--- src/rtl/bus_par_pkg.sv ---
package bus_par_pkg;
  localparam int unsigned BYTE_W = 8;

  function automatic int unsigned lanes(input int unsigned width);
    return (width + BYTE_W - 1) / BYTE_W;
  endfunction
endpackage

--- src/rtl/byte_par_gen.sv ---
module byte_par_gen #(
  parameter int unsigned WIDTH = 32,
  localparam int unsigned LANES = bus_par_pkg::lanes(WIDTH)
) (
  input  logic [WIDTH-1:0] data_i,
  output logic [LANES-1:0] par_o
);
  import bus_par_pkg::*;

  for (genvar l = 0; l < LANES; l++) begin : g_lane
    // even parity: bit makes lane plus parity have even weight
    assign par_o[l] = ^data_i[l*BYTE_W +: BYTE_W];
  end
endmodule

--- src/rtl/lane_par_chk.sv ---
module lane_par_chk #(
  parameter int unsigned WIDTH = 64,
  localparam int unsigned LANES = bus_par_pkg::lanes(WIDTH)
) (
  input  logic [WIDTH-1:0] data_i,
  input  logic [LANES-1:0] par_i,
  output logic [LANES-1:0] lane_bad_o,
  output logic             any_bad_o
);
  logic [LANES-1:0] exp_par;

  byte_par_gen #(.WIDTH(WIDTH)) u_gen (
    .data_i(data_i),
    .par_o (exp_par)
  );

  assign lane_bad_o = exp_par ^ par_i;
  assign any_bad_o  = |lane_bad_o;
endmodule

--- src/rtl/desc_err_flag.sv ---
module desc_err_flag (
  input  logic clk_i,
  input  logic rst_ni,
  input  logic set_i,
  input  logic clr_i,
  output logic flag_o
);
  always_ff @(posedge clk_i or negedge rst_ni) begin
    if (!rst_ni)    flag_o <= 1'b0;
    else if (set_i) flag_o <= 1'b1;   // set wins over clear
    else if (clr_i) flag_o <= 1'b0;
  end

  assert_set_R8: assert property (@(posedge clk_i) disable iff (!rst_ni)
    set_i |=> flag_o);
  assert_hold_R9: assert property (@(posedge clk_i) disable iff (!rst_ni)
    (flag_o && !clr_i) |=> flag_o);
  assert_clear_R9: assert property (@(posedge clk_i) disable iff (!rst_ni)
    (clr_i && !set_i) |=> !flag_o);
  assert_no_spurious_R7: assert property (@(posedge clk_i) disable iff (!rst_ni)
    (!flag_o && !set_i) |=> !flag_o);
endmodule

--- src/rtl/bus_parity_if.sv ---
module bus_parity_if #(
  parameter int unsigned ADDR_W = 32,
  parameter int unsigned DATA_W = 64,
  localparam int unsigned AP_W = bus_par_pkg::lanes(ADDR_W),
  localparam int unsigned DP_W = bus_par_pkg::lanes(DATA_W)
) (
  input  logic              clk_i,
  input  logic              rst_ni,
  input  logic              tgt_addr_vld_i,
  input  logic [ADDR_W-1:0] tgt_addr_i,
  input  logic [AP_W-1:0]   tgt_addr_par_i,
  output logic              tgt_bus_err_o,
  input  logic [DATA_W-1:0] tgt_wdata_i,
  input  logic [DP_W-1:0]   tgt_wpar_i,
  output logic [DATA_W-1:0] reg_wdata_o,
  output logic [DP_W-1:0]   reg_wpar_o,
  input  logic              bus_dout_sel_i,
  input  logic [DATA_W-1:0] mem_rd_data_i,
  input  logic [DP_W-1:0]   mem_rd_par_i,
  input  logic [DATA_W-1:0] ini_wdata_i,
  input  logic [DP_W-1:0]   ini_wpar_i,
  output logic [DATA_W-1:0] bus_dout_o,
  output logic [DP_W-1:0]   bus_dout_par_o,
  input  logic [ADDR_W-1:0] ini_addr_i,
  output logic [ADDR_W-1:0] ini_bus_addr_o,
  output logic [AP_W-1:0]   ini_bus_addr_par_o,
  input  logic              cpl_vld_i,
  input  logic              cpl_desc_i,
  input  logic [DATA_W-1:0] cpl_data_i,
  input  logic [DP_W-1:0]   cpl_par_i,
  output logic              mem_cpl_vld_o,
  output logic [DATA_W-1:0] mem_cpl_data_o,
  output logic [DP_W-1:0]   mem_cpl_par_o,
  input  logic              desc_err_clr_i,
  output logic              desc_par_err_o
);
  import bus_par_pkg::*;

  // target address check
  logic [AP_W-1:0] addr_lane_bad;
  logic            addr_bad;

  lane_par_chk #(.WIDTH(ADDR_W)) u_addr_chk (
    .data_i    (tgt_addr_i),
    .par_i     (tgt_addr_par_i),
    .lane_bad_o(addr_lane_bad),
    .any_bad_o (addr_bad)
  );

  assign tgt_bus_err_o = tgt_addr_vld_i & addr_bad;

  // target write data: no check
  assign reg_wdata_o = tgt_wdata_i;
  assign reg_wpar_o  = tgt_wpar_i;

  // bus data out mux, parity forwarded
  always_comb begin
    if (bus_dout_sel_i) begin
      bus_dout_o     = mem_rd_data_i;
      bus_dout_par_o = mem_rd_par_i;
    end else begin
      bus_dout_o     = ini_wdata_i;
      bus_dout_par_o = ini_wpar_i;
    end
  end

  // initiator address parity generation
  assign ini_bus_addr_o = ini_addr_i;
  byte_par_gen #(.WIDTH(ADDR_W)) u_addr_gen (
    .data_i(ini_addr_i),
    .par_o (ini_bus_addr_par_o)
  );

  // completions: forward, check only descriptor fetches
  logic [DP_W-1:0] cpl_lane_bad;
  logic            cpl_bad;

  lane_par_chk #(.WIDTH(DATA_W)) u_cpl_chk (
    .data_i    (cpl_data_i),
    .par_i     (cpl_par_i),
    .lane_bad_o(cpl_lane_bad),
    .any_bad_o (cpl_bad)
  );

  assign mem_cpl_vld_o  = cpl_vld_i;
  assign mem_cpl_data_o = cpl_data_i;
  assign mem_cpl_par_o  = cpl_par_i;

  desc_err_flag u_flag (
    .clk_i (clk_i),
    .rst_ni(rst_ni),
    .set_i (cpl_vld_i & cpl_desc_i & cpl_bad),
    .clr_i (desc_err_clr_i),
    .flag_o(desc_par_err_o)
  );

  assert_err_needs_vld_R2: assert property (@(posedge clk_i) disable iff (!rst_ni)
    !tgt_addr_vld_i |-> !tgt_bus_err_o);

  for (genvar l = 0; l < AP_W; l++) begin : g_addr_chk
    assert_gen_even_R5: assert property (@(posedge clk_i) disable iff (!rst_ni)
      (^{ini_bus_addr_o[l*BYTE_W +: BYTE_W], ini_bus_addr_par_o[l]}) == 1'b0);
  end
endmodule

--- config.mk ---
export PLATFORM = sky130hd
export DESIGN_NAME = bus_parity_if
export DESIGN_NICKNAME = d
export VERILOG_FILES = /design/src/rtl/bus_par_pkg.sv /design/src/rtl/byte_par_gen.sv /design/src/rtl/lane_par_chk.sv /design/src/rtl/desc_err_flag.sv /design/src/rtl/bus_parity_if.sv
export SDC_FILE = /design/constraint.sdc
export NUM_CORES = 1
export LEC_CHECK = 0
export CORE_AREA = 2 2 242 244
export CTS_CLUSTER_DIAMETER = 120
export DETAILED_ROUTE_END_ITERATION = 12
export DIE_AREA = 0 0 244 246
export GPL_ROUTABILITY_DRIVEN = 0
export PLACE_DENSITY_LB_ADDON = 0.25
export SYNTH_ARGS = -nofsm -noshare
export SYNTH_HDL_FRONTEND = slang
export SYNTH_SLANG_ARGS = --single-unit
--- constraint.sdc ---
create_clock -name clk_i -period 3.6 [get_ports clk_i]
set_clock_uncertainty 0.1 [all_clocks]
set_input_delay 0.72 -clock clk_i [delete_from_list [all_inputs] [get_ports clk_i]]
set_output_delay 0.72 -clock clk_i [all_outputs]
set_load 0.02 [all_outputs]
==> impl_metrics.json <==
{
  "synth_cell_types": 14,
  "synth_most_common_cell": "buf_4",
  "yosys-top-cells-area": "buf_4, mux2_2, xnor2_1",
  "hold_viol": 0,
  "grt_max_degree": 49,
  "hpwlAfterDp_um": 14700,
  "synth_area_um2": 3360,
  "setup_violations": 0,
  "die_w_um": 244,
  "worstPathRequired_ns": 2.78,
  "slew_viol_final": 0,
  "antenna_left": 0,
  "cts_resized": 1,
  "fin_nets": 1039,
  "ys.flop_type": "dfrtp_1",
  "place_inst": 1439,
  "first_iter_violations": 39,
  "worst_pin_slew_ns": 0.450,
  "top_register": "u_flag.flag_o",
  "grt_first_pass_wirelength_um": 21700,
  "ff2ff_path_depth": 2,
  "final.setup.tns_ns": 0,
  "diodes": 0,
  "largest_reg_flops": 1,
  "wl_met1_um": 5120,
  "cp.arrival_ns": 2.58,
  "cellPowerDensity_nw_per_um2": 162,
  "status": "finished, final reports clean",
  "drt-total-wl_um": 15900,
  "reg.largest.list": "u_flag.flag_o: 1 flops",
  "dp_slack_ns": -0.0874,
  "yosysWarningCount": 0,
  "synthTopCellsByCount": "buf_4, xnor2_1, mux2_2",
  "hp-class": "reg2reg",
  "routed_via_density": 2.40,
  "cp_max_fo": 1,
  "drc": 0,
  "synth_edf_count": 0,
  "cap_violations": 0,
  "rsz0062_at_grt": "false",
  "synth_seq_area_share_pct": 0.744,
  "vias": 3447,
  "postLayoutSetupSlackWorst_ns": 0.197,
  "io_pins": 618,
  "avgSynthCellArea_um2": 8.78,
  "highest_layer": "met4",
  "power_leakage_nw": 2.56,
  "syn-num-nets": 746,
  "wl_met3_um": 1680,
  "wire_per_inst_um": 11.1,
  "cp-start-kind": "primary input",
  "relSlewSlack_pct": 69.8,
  "cts-hold-fix-buffers": 0,
  "post_cts_buffers": 0,
  "min_period_ns": 3.40,
  "core_area_um2": 57400,
  "worstSetupPathType": "in2out",
  "peakVddDrop_mv": 0.0761,
  "drive_gt1_share_pct": 11.4,
  "total_power_mw": 1.25,
  "drtPass1Iterations": 4,
  "initial_core_util_pct": 5.86,
  "dr_wl_met2_um": 8910,
  "io_buffers": 473,
  "async_flop_share_pct": 100,
  "postSynthCellCount": 383,
  "end_kind": "output pin",
  "holdPathStages": 2,
  "rows": 88,
  "die_h_um": 246,
  "fmax_ghz": 0.294,
  "final_util_pct": 13.5,
  "path_clk_slew_ns": 0,
  "grt-ovfl-total": 0,
  "insertion_delay_ns": 0,
  "die_area_um2": 60000,
  "instances_no_fill": 1439,
  "grt_usage_pct": 4.68,
  "synth-seq-cells": 1,
  "syn_to_final_growth_pct": 130,
  "fin_crit_sh_pct": 94.5,
  "regToRegSetupSlack_ns": 2.89,
  "synth_largest_area_cell": "buf_4",
  "grt_pass1_vias": 3656,
  "antenna_found_initial": 0,
  "synth_top_cell_area_share_pct": 39.5
}
-- path summary, 6_finish.rpt --
check / startpoint / end
max in group asynchronous: rst_ni / u_flag.flag_o
setup reg to reg: u_flag.flag_o / u_flag.flag_o
min in group asynchronous: rst_ni / u_flag.flag_o
hold / removal: u_flag.flag_o / u_flag.flag_o
setup / recovery: tgt_addr_i[20] / tgt_bus_err_o
hold reg to reg: u_flag.flag_o / u_flag.flag_o
-- kinds of logic (layout without fill, tap and decap cells) --
kind of cell           Yosys count  count (layout)  share of synthesized area, %
AO/OA/AOI/OAI                    3               3                         0.967
XOR/XNOR                       118             118                          33.2
buffers and inverters          186             477                          40.5
flip-flops                       1               1                         0.744
multiplexers                    72              72                          24.1
AND/OR/NAND/NOR                  3               3                         0.484
-- critical path, stage by stage --
cell	delay, ns
clkdlybuf4s50_1	0.43
xnor2_1	0.20
xnor2_1	0.18
buf_4	0.15
xnor2_1	0.12
xnor2_1	0.08
o41a_1	0.37
dlygate4sd2_1	0.33
-- layout make-up --
class | count | area (µm²)
Inverter | 1 | 3.75
Sequential cell | 1 | 25.0
Multi-Input combinational cell | 196 | 1980
Fill cell | 6545 | 49600
Tap cell | 765 | 957
Timing Repair Buffer | 476 | 4760
-- power breakdown --
group | internal [mW] | total [mW] | switching, mW
combinational | 0.741 | 1.23 | 0.493
clock | 0 | 0 | 0
sequential | 0.0126 | 0.0133 | 0.000699
total | 0.754 | 1.25 | 0.494
-- layer usage --
metal / up-vias / track usage (%)
met2: 282 / 9.74
met4: 0 / 0.574
li1: 1647 / -
met1: 1494 / 4.50
met5: - / 0
met3: 24 / 1.47
-- cells in the final DEF (no fill, tap or decap) --
cell type          n
and2_0             1
buf_12             1
buf_2              1
buf_4              2
clkdlybuf4s50_1  471
dfrtp_1            1
dlygate4sd2_1      1
inv_1              1
mux2_2            72
nand2_1            1
nand4_1            1
o21ai_1            1
o41a_1             1
o41ai_2            1
xnor2_1           88
xnor3_1            6
xor2_1            24
-- metrics by stage --
step,hold slack [ns],area [µm²]
2_1_floorplan,0.324,3360
3_3_place_gp,0.405,7730
3_5_place_dp,0.430,7730
4_1_cts,0.421,7720
5_1_grt,0.450,7720
6_report,0.416,7720
(Power assumes the default switching activity.)
